--- config.mk ---
export PLATFORM = sky130hd
export DESIGN_NAME = rx_pingpong_bank
export DESIGN_NICKNAME = d
export VERILOG_FILES = /design/src/rtl/rx_pp_pkg.sv /design/src/rtl/rx_pp_chan_ctrl.sv /design/src/rtl/rx_pp_word_store.sv /design/src/rtl/rx_pingpong_bank.sv
export SDC_FILE = /design/constraint.sdc
export NUM_CORES = 1
export LEC_CHECK = 0
export BUFFER_PORTS_ARGS = -buffer_cell sky130_fd_sc_hd__buf_2
export CAP_MARGIN = 20
export CORE_MARGIN = 5
export CORE_UTILIZATION = 44
export CTS_CLUSTER_SIZE = 8
export DETAILED_ROUTE_END_ITERATION = 8
export SKIP_LAST_GASP = 1
export SLEW_MARGIN = 20
export SYNTH_ARGS = -nofsm -noshare
export SYNTH_HDL_FRONTEND = slang
export SYNTH_SLANG_ARGS = --single-unit
--- constraint.sdc ---
create_clock -name clk_i -period 5 [get_ports clk_i]
set_input_delay 0.5 -clock clk_i [delete_from_list [all_inputs] [get_ports clk_i]]
set_output_delay 0.5 -clock clk_i [all_outputs]
set_load 0.02 [all_outputs]
--- src/rtl/rx_pp_pkg.sv ---
package rx_pp_pkg;

  typedef enum logic [1:0] {
    GRP_FOUR = 2'b00,
    GRP_TWO  = 2'b01,
    GRP_ONE  = 2'b10
  } grp_mode_e;

  // log2 of the number of packet channels merged into one group
  function automatic logic [1:0] half_log2(input logic [1:0] mode, input int max_lg);
    if (int'(mode) > max_lg) return 2'(max_lg);
    return mode;
  endfunction

  function automatic logic [2:0] grp_mask(input logic [1:0] mode, input int max_lg);
    return 3'((1 << half_log2(mode, max_lg)) - 1);
  endfunction

endpackage

--- src/rtl/rx_pp_chan_ctrl.sv ---
module rx_pp_chan_ctrl #(
  parameter int WIDX_W = 2,
  parameter int LANE_W = 2
) (
  input  logic              clk_i,
  input  logic              rst_ni,
  input  logic              wr_i,
  input  logic              rel_i,
  input  logic              rel_half_i,
  input  logic [WIDX_W-1:0] last_word_i,
  output logic              fill_o,
  output logic [WIDX_W-1:0] word_o,
  output logic [LANE_W-1:0] byte_o,
  output logic              accept_o,
  output logic [1:0]        ready_o,
  output logic              ovr_o
);

  logic       word_done;
  logic       half_done;
  logic [1:0] set_m;
  logic [1:0] clr_m;

  assign accept_o  = wr_i & ~ready_o[fill_o];
  assign word_done = accept_o & (&byte_o);
  assign half_done = word_done & (word_o == last_word_i);

  always_comb begin
    set_m = '0;
    clr_m = '0;
    if (half_done) set_m[fill_o] = 1'b1;
    if (rel_i)     clr_m[rel_half_i] = 1'b1;
  end

  always_ff @(posedge clk_i or negedge rst_ni) begin
    if (!rst_ni) begin
      fill_o  <= 1'b0;
      word_o  <= '0;
      byte_o  <= '0;
      ready_o <= '0;
      ovr_o   <= 1'b0;
    end else begin
      // a half filling in this cycle wins over a release of the same bit
      ready_o <= (ready_o & ~clr_m) | set_m;
      if (accept_o) byte_o <= byte_o + 1'b1;
      if (half_done) begin
        word_o <= '0;
        fill_o <= ~fill_o;
      end else if (word_done) begin
        word_o <= word_o + 1'b1;
      end
      if (wr_i && ready_o[fill_o]) ovr_o <= 1'b1;
    end
  end

endmodule

--- src/rtl/rx_pp_word_store.sv ---
module rx_pp_word_store #(
  parameter int DEPTH  = 8,
  parameter int WORD_W = 32,
  localparam int AW     = (DEPTH > 1) ? $clog2(DEPTH) : 1,
  localparam int LANE_W = $clog2(WORD_W / 8)
) (
  input  logic              clk_i,
  input  logic              wr_i,
  input  logic [AW-1:0]     wr_addr_i,
  input  logic [LANE_W-1:0] wr_lane_i,
  input  logic [7:0]        wr_byte_i,
  input  logic              rd_i,
  input  logic [AW-1:0]     rd_addr_i,
  output logic [WORD_W-1:0] rd_data_o
);

  logic [WORD_W-1:0] mem [DEPTH];

  always_ff @(posedge clk_i) begin
    if (wr_i) mem[wr_addr_i][wr_lane_i*8 +: 8] <= wr_byte_i;
    if (rd_i) rd_data_o <= mem[rd_addr_i];
  end

endmodule

--- src/rtl/rx_pingpong_bank.sv ---
module rx_pingpong_bank
  import rx_pp_pkg::*;
#(
  parameter int WORD_W     = 32,
  parameter int PKT_FIFOS  = 4,
  parameter int PKT_HALF   = 1,
  parameter int VOICE_HALF = 2,
  localparam int NUM_CH    = PKT_FIFOS + 1,
  localparam int CH_W      = $clog2(NUM_CH),
  localparam int MAX_LG    = $clog2(PKT_FIFOS),
  localparam int MAX_HALF  = (PKT_HALF * PKT_FIFOS > VOICE_HALF) ? PKT_HALF * PKT_FIFOS : VOICE_HALF,
  localparam int WIDX_W    = (MAX_HALF > 1) ? $clog2(MAX_HALF) : 1
) (
  input  logic                clk_i,
  input  logic                rst_ni,
  input  logic [1:0]          mode_i,
  input  logic                msb_first_i,
  input  logic                wr_valid_i,
  input  logic [CH_W-1:0]     wr_chan_i,
  input  logic [7:0]          wr_byte_i,
  input  logic                rd_valid_i,
  input  logic [CH_W-1:0]     rd_chan_i,
  input  logic                rd_half_i,
  input  logic [WIDX_W-1:0]   rd_word_i,
  output logic [WORD_W-1:0]   rd_data_o,
  output logic [2*NUM_CH-1:0] ready_o,
  output logic [NUM_CH-1:0]   overrun_o
);

  localparam int VOICE_CH = PKT_FIFOS;
  localparam int LANE_W   = $clog2(WORD_W / 8);
  localparam int P_DEPTH  = 2 * PKT_HALF * PKT_FIFOS;
  localparam int V_DEPTH  = 2 * VOICE_HALF;
  localparam int PAW      = (P_DEPTH > 1) ? $clog2(P_DEPTH) : 1;
  localparam int VAW      = (V_DEPTH > 1) ? $clog2(V_DEPTH) : 1;

  logic [1:0]        lg;
  logic [2:0]        mask;
  int                pkt_half_w;
  logic [WIDX_W-1:0] pkt_last;
  logic              wr_live;
  logic              rd_live;

  function automatic logic chan_live(input logic [CH_W-1:0] ch, input logic [2:0] m);
    if (int'(ch) == VOICE_CH) return 1'b1;
    if (int'(ch) > VOICE_CH) return 1'b0;
    return (3'(ch) & m) == 3'b000;
  endfunction

  assign lg         = half_log2(mode_i, MAX_LG);
  assign mask       = grp_mask(mode_i, MAX_LG);
  assign pkt_half_w = PKT_HALF << lg;
  assign pkt_last   = WIDX_W'(pkt_half_w - 1);
  assign wr_live    = chan_live(wr_chan_i, mask);
  assign rd_live    = chan_live(rd_chan_i, mask);

  logic [NUM_CH-1:0] wr_hit;
  logic [NUM_CH-1:0] rel_hit;
  logic [NUM_CH-1:0] acc_a;
  logic [NUM_CH-1:0] fill_a;
  logic [WIDX_W-1:0] word_a [NUM_CH];
  logic [LANE_W-1:0] byte_a [NUM_CH];

  for (genvar c = 0; c < NUM_CH; c++) begin : g_ch
    logic [WIDX_W-1:0] last_w;
    logic [1:0]        rdy;

    assign last_w     = (c == VOICE_CH) ? WIDX_W'(VOICE_HALF - 1) : pkt_last;
    assign wr_hit[c]  = wr_valid_i && wr_live && (int'(wr_chan_i) == c);
    assign rel_hit[c] = rd_valid_i && rd_live && (int'(rd_chan_i) == c) &&
                        ((rd_word_i & last_w) == last_w);

    rx_pp_chan_ctrl #(
      .WIDX_W (WIDX_W),
      .LANE_W (LANE_W)
    ) u_ctrl (
      .clk_i       (clk_i),
      .rst_ni      (rst_ni),
      .wr_i        (wr_hit[c]),
      .rel_i       (rel_hit[c]),
      .rel_half_i  (rd_half_i),
      .last_word_i (last_w),
      .fill_o      (fill_a[c]),
      .word_o      (word_a[c]),
      .byte_o      (byte_a[c]),
      .accept_o    (acc_a[c]),
      .ready_o     (rdy),
      .ovr_o       (overrun_o[c])
    );

    assign ready_o[2*c +: 2] = rdy;
  end

  // write-side select of the addressed channel's fill state
  logic              sel_acc;
  logic              sel_fill;
  logic [WIDX_W-1:0] sel_word;
  logic [LANE_W-1:0] sel_byte;

  always_comb begin
    sel_acc  = 1'b0;
    sel_fill = 1'b0;
    sel_word = '0;
    sel_byte = '0;
    for (int c = 0; c < NUM_CH; c++) begin
      if (int'(wr_chan_i) == c) begin
        sel_acc  = acc_a[c];
        sel_fill = fill_a[c];
        sel_word = word_a[c];
        sel_byte = byte_a[c];
      end
    end
  end

  logic              wr_is_voice;
  logic              rd_is_voice;
  logic [LANE_W-1:0] wr_lane;
  logic [PAW-1:0]    p_wr_addr;
  logic [PAW-1:0]    p_rd_addr;
  logic [VAW-1:0]    v_wr_addr;
  logic [VAW-1:0]    v_rd_addr;

  assign wr_is_voice = int'(wr_chan_i) == VOICE_CH;
  assign rd_is_voice = int'(rd_chan_i) == VOICE_CH;
  assign wr_lane     = msb_first_i ? ~sel_byte : sel_byte;

  // channel c of group base b lives at words [2*PKT_HALF*b, ...), half h after h*half_len words
  assign p_wr_addr = PAW'(int'(wr_chan_i) * 2 * PKT_HALF + int'(sel_fill) * pkt_half_w + int'(sel_word));
  assign p_rd_addr = PAW'(int'(rd_chan_i) * 2 * PKT_HALF + int'(rd_half_i) * pkt_half_w +
                          int'(rd_word_i & pkt_last));
  assign v_wr_addr = VAW'(int'(sel_fill) * VOICE_HALF + int'(sel_word));
  assign v_rd_addr = VAW'(int'(rd_half_i) * VOICE_HALF + int'(rd_word_i & WIDX_W'(VOICE_HALF - 1)));

  logic [WORD_W-1:0] p_rdata;
  logic [WORD_W-1:0] v_rdata;
  logic              rd_voice_q;

  rx_pp_word_store #(
    .DEPTH  (P_DEPTH),
    .WORD_W (WORD_W)
  ) u_pkt_store (
    .clk_i     (clk_i),
    .wr_i      (sel_acc && !wr_is_voice),
    .wr_addr_i (p_wr_addr),
    .wr_lane_i (wr_lane),
    .wr_byte_i (wr_byte_i),
    .rd_i      (rd_valid_i && !rd_is_voice),
    .rd_addr_i (p_rd_addr),
    .rd_data_o (p_rdata)
  );

  rx_pp_word_store #(
    .DEPTH  (V_DEPTH),
    .WORD_W (WORD_W)
  ) u_voice_store (
    .clk_i     (clk_i),
    .wr_i      (sel_acc && wr_is_voice),
    .wr_addr_i (v_wr_addr),
    .wr_lane_i (wr_lane),
    .wr_byte_i (wr_byte_i),
    .rd_i      (rd_valid_i && rd_is_voice),
    .rd_addr_i (v_rd_addr),
    .rd_data_o (v_rdata)
  );

  always_ff @(posedge clk_i or negedge rst_ni) begin
    if (!rst_ni)         rd_voice_q <= 1'b0;
    else if (rd_valid_i) rd_voice_q <= rd_is_voice;
  end

  assign rd_data_o = rd_voice_q ? v_rdata : p_rdata;

endmodule

Word-level counts from Yosys, hierarchy flattened

Memory sizes are Yosys's and may differ from the RTL's. A register that Yosys moved wholly into a read port is not among the register bits.
Cells that the tools add are included.

Memories: 2
Bits of input ports: 24
Output and inout port bits: 47
Logic and storage cells: 258
Memory bits (writable): 384
Bits in registers: 41

$mul: 2
Equal/unequal tests: 14
Muxes and demuxes: 85
Bitwise operators: 45
Reduce and logical (&&, ||, !) cells: 48
$lt $le $gt $ge: 15
Add/subtract/negate cells: 18
Shifts and indexed selects: 3

Memories:

| memory            | words | width | read ports | clocked after memory_dff | write ports | RTL line               | source |
|---|---|---|---|---|---|---|---|
| u_pkt_store.mem   | 8     | 32    | 1          | 1                        | 1           | rx_pp_word_store.sv:17 | `logic [WORD_W-1:0] mem [DEPTH];` |
| u_voice_store.mem | 4     | 32    | 1          | 1                        | 1           | rx_pp_word_store.sv:17 |  |

Operator list:

| operator                  | count |
|---|---|
| $mux W32                  | 3 |
| $mux W2                   | 33 |
| $mul A2 B32 Y3            | 2 |
| $mux W1                   | 43 |
| $neg A5 Y34               | 1 |
| $shift A8 B34 Y32 const A | 1 |
| $shiftx A8 B34 Y32        | 1 |
| $logic_and A1 B1 Y1       | 32 |
| $shl A1 B2 Y32 const A    | 1 |
| $add A2 B1 Y2 const B     | 10 |
| $eq A3 B3 Y1 const B      | 6 |
| $and A1 B1 Y1             | 15 |
| $and A2 B2 Y2             | 7 |
| $add A3 B3 Y3             | 4 |
| $logic_not A3 Y1          | 4 |
| $lt A1 B2 Y1 const B      | 6 |
| $not A2 Y2                | 6 |
| $eq A2 B2 Y1              | 5 |
| $not A1 Y1                | 10 |
| $or A2 B2 Y2              | 5 |
| $reduce_and A2 Y1         | 5 |
| $reduce_bool A2 Y1        | 5 |
| $and A3 B3 Y3             | 2 |
| $demux W1 S1              | 6 |
| other kinds (9)           | 17 |

Longest topological paths before layout

Gate-level depths: netlist (run 1).

Word-level depth: 20
Gate-level depth with buffers: 13
Depth with buffers taken out: 11

Hierarchy

A second synthesis (run 1) with hierarchy kept.

Cells, all modules: 1058
Area total of the unflattened synthesis: 20517.2 um^2

Modules (own cells, without submodules):

| module                            | instances | seq. area each (um^2) | area each (um^2) | cells each |
|---|---|---|---|---|
| rx_pp_word_store at u_pkt_store   | 1         | 8648.3                | 11235.8          | 490 |
| rx_pp_word_store at u_voice_store | 1         | 4804.6                | 6124.6           | 271 |
| rx_pp_chan_ctrl                   | 5         | 200.2                 | 410.4            | 33 |
| rx_pingpong_bank                  | 1         | 25.0                  | 1104.8           | 132 |

Worst setup path before layout (run 1)

OpenSTA, ideal clock, no wires.

Path type: in2reg
Start point: in wr_chan_i[2]
End point: mem u_pkt_store.mem[1][16], enable pin
Cell stages on the path: 13
Library setup time: 332 ps
Path slack: 1322 ps
Data required time: 4668 ps
Path buffers: 2
Arrival time: 3347 ps
Path through: buf_2 or2_2 a32o_1 o22ai_1 nor3b_1 ha_1 inv_1 fa_1 xnor2_1 xnor2_1 xor2_1 clkbuf_1 and3_1

Longest elaborated chain between the ends: 16
Elaborated cells on any way between the ends: 56
Classes of those cells: add/sub: 3; mul: 1; order compare: 1; eq/ne: 4; shift: 1; mux: 29; bitwise: 7; reduce/logical: 10

Ends and longest elaborated chain:

| what                                                    | RTL line               | source |
|---|---|---|
| from (decl)                                             | rx_pingpong_bank.sv:19 | `input logic [CH_W-1:0] wr_chan_i,` |
| branches (longest 16 deep; another with $mul A2 B32 Y3) | -                      |  |
| to (decl)                                               | rx_pp_word_store.sv:17 |  |

Several ways; the timed one is not identified. The select of a mux whose other input is x is not followed.

Worst setup path after layout (run 1)

Start point: reg g_ch[0].u_ctrl.fill_o
End point: mem u_pkt_store.mem[5][13], enable pin

Longest elaborated chain between the ends: 12
Elaborated cells on any way between the ends: 20
Classes of those cells: add/sub: 2; mul: 1; mux: 14; bitwise: 2; reduce/logical: 1

Ends and longest elaborated chain:

| what                                                    | RTL line              | source |
|---|---|---|
| from (decl)                                             | rx_pp_chan_ctrl.sv:11 | `output logic fill_o,` |
| from (signal assigned)                                  | rx_pp_chan_ctrl.sv:48 | `fill_o <= ~fill_o;` |
| branches (longest 12 deep; another with $mul A2 B32 Y3) | -                     |  |

Several ways; the timed one is not identified. The select of a mux whose other input is x is not followed.

==> results of run 1 <==
-- state kept, by name (all words and copies together) (netlist names) --
signal / cells
g_ch.u_ctrl.fill_o: 5
g_ch.u_ctrl.ready_o: 10
g_ch.u_ctrl.ovr_o: 5
u_pkt_store.mem: 256
u_pkt_store.rd_data_o: 32
rd_voice_q: 1
g_ch.u_ctrl.byte_o: 10
g_ch.u_ctrl.word_o: 10
u_voice_store.rd_data_o: 32
u_voice_store.mem: 128
-- cells in the final DEF (no fill, tap or decap), types with 8 or more instances in the layout --
master,instances
edfxtp_1,448
mux4_2,99
clkbuf_16,75
mux2_2,73
buf_2,70
and3_1,44
nand2_1,40
dfrtp_1,40
nor2_1,37
buf_4,28
clkbuf_1,17
xnor2_1,14
inv_1,13
xor2_1,13
ha_1,13
nor3_1,12
nand3_1,12
nor2b_1,10
a22o_1,8
-- routing by layer --
layer	global-route usage, %	share of wire [%]
met4	5.35	2.1
met2	28.3	50
met5	0	0.031
met1	23.4	44
met3	3.43	4.3
-- cell type report --
type | count | area [sq um]
clock buffer | 92 | 1940
timing repair buffer | 99 | 581
tap | 592 | 741
clock inverter | 4 | 35.0
multi-input combinational | 449 | 4960
sequential | 489 | 14500
fill | 3522 | 21400
inverter | 14 | 52.6
-- kinds of logic (layout without fill, tap and decap cells) --
kind of cell               Yosys count  in the layout  synth area share (%)
muxes                              178            178                  15.8
AOI/OAI and AO/OA                   39             39                  1.62
xor gates and xnor gates            29             29                  1.29
adders and majority gates           15             15                  1.03
other                                1              1                0.0190
DFF                                489            489                  73.5
and+or+nand+nor                    187            187                  5.16
buffers and inverters               65            209                  1.61
-- worst max path at each step --
stage,end,slack [ns],depth (start not counted)
floorplan,u_pkt_store.mem[1][16],1.32,13
finish,u_pkt_store.mem[5][13],1.23,10
global placement,u_voice_store.mem[0][17],1.05,9
CTS,u_pkt_store.mem[5][15],1.21,10
global route,u_pkt_store.mem[5][13],1.01,12
detailed placement,u_pkt_store.mem[0][16],0.88,9
-- power by group through the flow --
stage	clock network (mW)	logic (mW)	registers, mW
final	4.29	1.29	4.93
after detailed placement	0	1.31	5.00
after floorplan	0	0.877	4.96
after global placement	0	1.29	5.00
after global routing	4.57	1.41	4.94
after CTS	4.38	1.32	4.93
-- metrics by stage --
stage / instances / util [%] / worst slack [ns]
2_1_floorplan: 1003 / - / 1.32
3_3_place_gp: 1643 / 47.1 / 1.05
3_5_place_dp: 1643 / 47.1 / 0.881
4_1_cts: 1739 / 51.5 / 1.21
5_1_grt: 1739 / 51.5 / 1.01
6_report: 1739 / 51.5 / 1.23
==> run summary, run 1 <==
The run finished with clean final reports. Weighted congestion at the end of routability-driven global placement: 0.782. The path type of the worst min-delay path was in -> async.

The pin count of the biggest net entering global routing was 44; the register bit total from synthesis was 489. Yosys mapped a number of flops with a built-in enable equal to 448. After detailed routing, the number of vias per cell comes to 5.47. The run gives 0 as the count of final hold-check violations. The number of iterations in the first detailed-routing pass came out at 4. STA classifies the critical path endpoint as a register.

The logs give 40.8% for the share of total power in the clock network and 0 for the final-report max-slew violation count. Pin placement for this block handled 71 I/O pins. The number of setup violations in the final report is 0, and the switching share of power is 24.1%. The logs give 0 for the residual antenna-violating net count after detailed routing and 0 for the max-capacitance violation count. For this configuration, the core starts out at a cell density of 44.6%.

The tools report the combinational cell fraction of total power as 12.3%. For the initial antenna violation count, the log shows 1. The largest single stage delay on the critical path is 0.67 ns. The count of input and output buffers was 70; the share of layout cells above drive strength 1 was 32.6%. TritonCTS created 71 clock buffers. After detailed routing, the number of remaining DRC violations is 0.

The clock-pin slew reported for the worst setup and hold paths after clock tree synthesis is 0.05 ns, and the final-layout worst hold slack is 0.0852 ns. The final setup skew is 0.0239 ns. The area growth from synthesis to layout is 15.7%. The setup total negative slack was 0 ns. The synthesized netlist contains 55 unique library cells. In this run the mean area of a mapped cell was 19.6 sq um. The post-route clock period utilization was 75.5%. For the headroom to the max-slew limit, the log shows 33.7%. For this run, the leading register cell type out of synthesis is edfxtp_1. The tools report the achievable clock frequency as 265 MHz. The die covers 0.0491 sq mm. The arrival time at the worst endpoint is 3.97 ns. Gates resized during post-CTS repair numbered 0. The depth of the CTS H-tree is 3, and the overall overflow remaining after global route is 0. Setup repair after global routing left no endpoint under its margin. Counting every net in the synthesized netlist gives 1042. The buffer cell driving the clock tree root was clkbuf_16. Synthesis produced 1003 cells. The final layout contains routed wiring with a total length of 41.7 mm. The launching element of the worst setup path is g_ch[0].u_ctrl.fill_o. On the critical path the largest part of the delay comes from simple AND/OR/NAND/NOR gates. The die outline height was 222 um; the total global routing track utilization was 17.2%.

The post-synthesis instance area was 0.0197 sq mm; the number of global-route vias before repair was 10237. The net switching power is 2.53 mW. Share of the synthesized area in the top cell type: 68.3%. The cell with the most instances after synthesis is edfxtp_1. The internal portion of the total power is 7.98 mW. The total setup buffers inserted after CTS is 0, and the final critical-path required period is 3.77 ns.

The critical path's slowest cell is fa_1. The tools report the count of routing violations after the opening detailed-route iteration as 609. By count the netlist is led by edfxtp_1 (448), mux4_2 (99), mux2_2 (73). The number of buffers on the longest clock path is 3, and the total cell area at the placement stage is 0.0208 sq mm.

Sequential cells account for 46.9% of the total power. Type of origin of the critical path: a register. Power spread over the standard cell area amounts to 461 mW/mm^2. The startpoint identified for the worst register-to-register timing path is g_ch[0].u_ctrl.fill_o. For this run, asynchronously set or reset flops after synthesis account for 8.38%. The completed layout was analyzed and its total power is 10.5 mW. The tools report the endpoint of the lowest-slack register-to-register path as u_pkt_store.mem[5][13]. The number of antenna diodes in the final layout is 0. For the number of buffers inserted by hold repair at cts, the log shows 0.

In this run the horizontal extent of the chip is 222 um. The final instance area came out at 0.0228 sq mm. Summed over all cells, the static leakage comes to 8.00 nW. The number of cells on the worst reg-to-reg path is 10. The path type of the worst setup path is reg -> reg. The total number of nets in the final design came out at 1163. The worst register-to-register path has a setup slack of 1.23 ns. Of all cell types, the one taking the most synthesized area is edfxtp_1.

Row generation in the floorplan step produced 77 rows. The vias after detailed routing is 9515, and the average routed wire per standard cell is 24.0 um. Sequential elements use 73.5% of the synthesized area.

Required time of the critical path: 5.19 ns. The signal on the critical path passes through or2_2 > a32o_1 > o22ai_1 > nor3b_1 > ha_1 > inv_1 > fa_1 > nand2_1 > nor2_2 > and3_1. The region available for standard cell placement spans 0.0442 sq mm. The number of buffers and inverters on the critical path was 1.

TritonCTS built the clock tree. For this design, the sink count on the clock tree is 489. The maximum vdd ir drop was 0.000272 V; the largest fanout on the critical path was 8.

At the pin with the least slew margin, the transition time is 0.994 ns. The clock reaches the later pin of the worst-skew pair after 0.57 ns. Yosys printed 0 warnings. In the post-synthesis netlist, the biggest area contributors are edfxtp_1 (68%), mux4_2 (11%), dfrtp_1 (5.2%). The global-route wire length before repair came out at 64.4 mm. The detailed placement HPWL came out at 26.6 mm.
(Power assumes the default switching activity.)
==> inputs of run 2 (changes only) <==
ABC_AREA = 1   (was not set)
clock period = 3.73 ns   (was 5 ns; I/O delays follow)
==> run 2 against run 1 <==
Against the previous run: utilization up 0.76 points; worst setup slack got worse by 0.81 ns; count of clock-buffer cells in the layout is 3 lower.
==> run summary, run 2 <==
The detailed placement HPWL was 33.7 mm (+27%); the global-route wire length before repair was 79.6 mm (+24%). The tools report the routing usage on met3 as 4.89% (+1.5 points). Setup repair after global routing left no endpoint under its margin. The tools report the total of warnings raised by yosys as 0 (unchanged). The share of the yosys chip area belonging to registers is 72.1% (-1.3 points). The logs give 78 (+1.3%) for the cell row count and 0 (unchanged) for the residual antenna-violating net count after detailed routing. The logs give 489 (unchanged) for the clock sink count and 302 MHz (+14%) for the achievable clock frequency. Transition at the pin with the smallest max-transition slack: 1.07 ns (+0.0770 ns). The total of fill cells in the finished design was 3908 (+11%). met2 is the most crowded layer. The met1 track utilization from global routing is 29.1% (+5.6 points). The die outline height was 224 um (+0.89%); the overall overflow remaining after global route was 0 (unchanged).

Share of layout cells above drive strength 1: 15.4% (-17 points). The utilization of the core after routing was 52.3% (+0.76 points). Number of flip-flops under the largest register name: 256 (unchanged). The flow ran to the end, and the final reports show no timing, DRC or antenna violations.

The vias after detailed routing was 13536 (+42%); the initial standard-cell utilization of the core was 44.3% (-0.23 points). In the layout the commonest cells are edfxtp_1 (448), o21ai_0 (270), nor2_1 (252). The final non-filler cell total is 2472 (+42%). The count of input and output buffers works out to 70 (unchanged).

The simple-gate area share of the yosys netlist came out at 10.8% (+5.7 points). The register bit total from synthesis is 489 (unchanged). The run gives 0.0201 sq mm (+1.9%) as the post-synthesis instance area. The run gives 13229 (+29%) as the number of global-route vias before repair. Most frequent standard cell in the layout excluding fill and tap cells: edfxtp_1. Cell with the most instances after synthesis: edfxtp_1.

For the number of instances in the synthesized netlist, the log shows 1681 (+68%). The met2 routing resource usage after global routing was 32.9% (+4.6 points); the die footprint was 0.0500 sq mm (+1.8%). The flip-flop cell with the highest count after synthesis is edfxtp_1. The tools report the total power of the final layout as 14.1 mW (+34%). The max-capacitance violation count was 0 (unchanged); the setup total negative slack was 0 ns (unchanged). The reported leakage power is 9.03 nW (+13%). The switching share of power is 26.1% (+2.0 points), and the total number of nets in the final design is 1890 (+63%). The die width was 224 um (+0.89%). The arrival time at the worst endpoint was 3.59 ns (-0.38 ns). Adder-cell share of the synthesized area: 1.01% (-0.019 points). The stage delay of the slowest cell on the critical path came out at 0.43 ns (-0.24 ns). The number of setup violations in the final report was 0 (unchanged); the average routed wire per standard cell was 21.4 um (-11%). I/O pin count: 71 (unchanged).

The residual DRC count was 0 (unchanged); the count of final hold-check violations was 0 (unchanged). The depth of the CTS H-tree came out at 3 (unchanged). By startpoint and endpoint, the worst setup path is classified as reg -> reg.

The run gives 0 (unchanged) as the final-report max-slew violation count. The final critical-path required period is 3.31 ns (-0.462 ns), and the number of iterations in the first detailed-routing pass is 5 (+1). Combinational cell fraction of total power: 14.0% (+1.7 points). TritonCTS built the clock tree. The sequential group share of total power was 45.8% (-1.1 points); the placeable core area was 0.0453 sq mm (+2.4%). The per-instance average area after synthesis is 11.9 sq um (-39%).

The signal on the critical path passes through o21ai_0 > nand2_1 > nand2_1 > nand2_1 > nand2_1 > nor3_1 > ha_1 > inv_1 > fa_1 > xor2_1 > nand2_1 > nand2_1 > inv_1 > nand2_1 > nand2_1 > nand3_1 > buf_4 > nor2_1 > buf_4. The run gives 0.00479 sq mm (-3.5%) as the area of the multi-input gates. The synthesized design spends more area on one cell type than any other, namely edfxtp_1.

Total global routing track utilization: 20.9% (+3.7 points). The tools report the number of antenna repair diodes as 0 (unchanged). The tools report the buffer cell driving the clock tree root as clkbuf_16. Sorting the synthesized cells by area gives the leading types as edfxtp_1 (67%), o21ai_0 (6.7%), dfrtp_1 (5.1%). The post-route clock period utilization is 88.7% (+13 points), and the number of buffers created by CTS is 71 (unchanged).

The dominant combinational cell family by area after synthesis is simple AND/OR/NAND/NOR gates. The post-synthesis compound-gate area fraction is 10.8% (+9.1 points). The number of enable flip-flop cells after synthesis came out at 448 (unchanged). The clock-pin slew reported for the worst setup and hold paths after clock tree synthesis is 0.05 ns (about the same).

For the count of routing violations after the opening detailed-route iteration, the log shows 1236 (+100%). The most numerous cell on the critical path was nand2_1. The tools report the number of distinct library cell variants in the gate-level netlist after synthesis as 40 (-27%). The final-layout worst hold slack came out at 0.0338 ns (-0.0514 ns).

The tools report the final setup skew as 0.0206 ns (-0.00332 ns). The logs give 0.894 (+14%) for the weighted congestion at the end of routability-driven global placement and 1 (unchanged) for the initial antenna violation count. The sequential cell area was 0.0145 sq mm (about the same).

By count the netlist is led by edfxtp_1 (448), o21ai_0 (270), nor2_1 (252). The vias per cell is 5.48 (about the same), and the required time of the critical path is 4.01 ns (-1.18 ns). The largest registers in the layout are u_pkt_store.mem x256, u_voice_store.mem x128. Compared with the post-synthesis result, the final layout area differs by 18.0%. Pin count of the biggest net entering global routing: 161 (+270%). The maximum vdd ir drop is 0.000432 V (+59%), and the largest fanout on the critical path is 8 (unchanged). The critical path's slowest cell was fa_1.

Most flop-heavy register: u_pkt_store.mem. The mux contribution to synthesized area is 0.268% (-16 points), and the internal power contribution is 10.4 mW (+31%). The number of buffers on the longest clock path was 3 (unchanged). Type of origin of the critical path: a register. Total power density per cell area: 596 mW/mm^2 (+29%).

The xor-xnor portion of the synthesized cell area is 0.785% (-0.50 points), and the post-detailed-routing wire length is 53.0 mm (+27%). The run gives 3.68 mW (+46%) as the net switching power. The number of placed cells counting well taps is 2377 (+45%). The share of the synthesized area in the top cell type was 67.0% (-1.3 points).

The tools report the kind of end point of the critical path as a register. The headroom to the max-slew limit is 28.5% (-5.2 points), and the share of total power in the clock network is 40.2% (-0.6 points). The path class of the tightest hold or removal check is in -> reg. The total nets after synthesis was 1720 (+65%); the fraction of registers with async set/reset was 8.38% (unchanged). For the clock latency reported for the late side of the worst-skew pair, the log shows 0.58 ns (about the same).
[run 2: changes by cell type in the layout (fill, tap and decap cells not counted), moves of 14 or more]
| cell | change |
|---|---|
| o21ai_1 | +21 |
| inv_1 | +109 |
| mux4_2 | -99 |
| and3_1 | -44 |
| nand2_1 | +181 |
| o22ai_1 | +66 |
| nand3_1 | +14 |
| o21ai_0 | +266 |
| mux2_2 | -70 |
| a21oi_1 | +36 |
| buf_4 | +76 |
| nor2_1 | +215 |
[run 2: cell families after synthesis]
kind of cell             after synthesis
AO/OA/AOI/OAI                        406
XOR/XNOR                              18
adder cells (fa/ha/maj)               15
buffers and inverters                211
flip-flops                           489
multiplexers                           5
other                                  1
AND/OR/NAND/NOR                      536
[run 2: path summary, 6_finish.rpt]
kind,startpoint,endpoint,slack (ns),cells after the start
max,g_ch[0].u_ctrl.fill_o,u_pkt_store.mem[3][0],0.42,19
max reg2reg,g_ch[0].u_ctrl.fill_o,u_pkt_store.mem[3][0],0.42,19
min reg2reg,g_ch[3].u_ctrl.ovr_o,g_ch[3].u_ctrl.ovr_o,0.48,1
min,rd_valid_i,rd_voice_q,0.03,2
min in group asynchronous,rst_ni,g_ch[1].u_ctrl.fill_o,0.48,2
max in group asynchronous,rst_ni,g_ch[4].u_ctrl.ready_o[0],2.64,2
[run 2: area by class of cell]
class | count | area share (%)
inverter | 128 | 2.03
clock buffer | 89 | 8.01
timing repair buffer | 180 | 5.24
sequential | 489 | 61.1
clock inverter | 5 | 0.195
tap | 600 | 3.17
multi-input combinational | 981 | 20.2
[run 2: repair_timing]
| item | in CTS | in global routing |
|---|---|---|
| setup buffers | 0 | 0 |
| endpoints found under the hold margin | 41 | 0 |
| resized for setup | 0 | 0 |
| hold buffers | 1 | 0 |
[run 2: power by group through the flow]
stage	sequential [mW]	clock, mW	combinational [mW]
after global routing	6.47	6.05	2.18
after global placement	6.56	0	1.95
final	6.47	5.68	1.97
after detailed placement	6.56	0	1.97
after floorplan	6.54	0	1.13
after CTS	6.46	5.79	1.98
[run 2: through the flow]
stage / setup WS [ns] / instance area, sq um
detailed placement: 0.174 / 21700
floorplan: 0.432 / 20100
global route: 0.189 / 23700
finish: 0.420 / 23700
global placement: 0.204 / 21700
CTS: 0.421 / 23700
[run 2: metal layers]
metal / vias up / share of wire [%]
li1: 6235 / -
met1: 6627 / 43
met2: 573 / 46
met3: 99 / 7.9
met4: 2 / 2.7
met5: - / 0.015
[run 2: worst max-delay path, delay by kind of cell, from the launching register on]
family	cells	cell delay, ns
AOI/OAI and AO/OA	1	0.20
xor gates and xnor gates	1	0.16
adders and majority gates	2	0.72
buffers and inverters	4	0.49
DFF	1	0.41
and+or+nand+nor	11	1.01
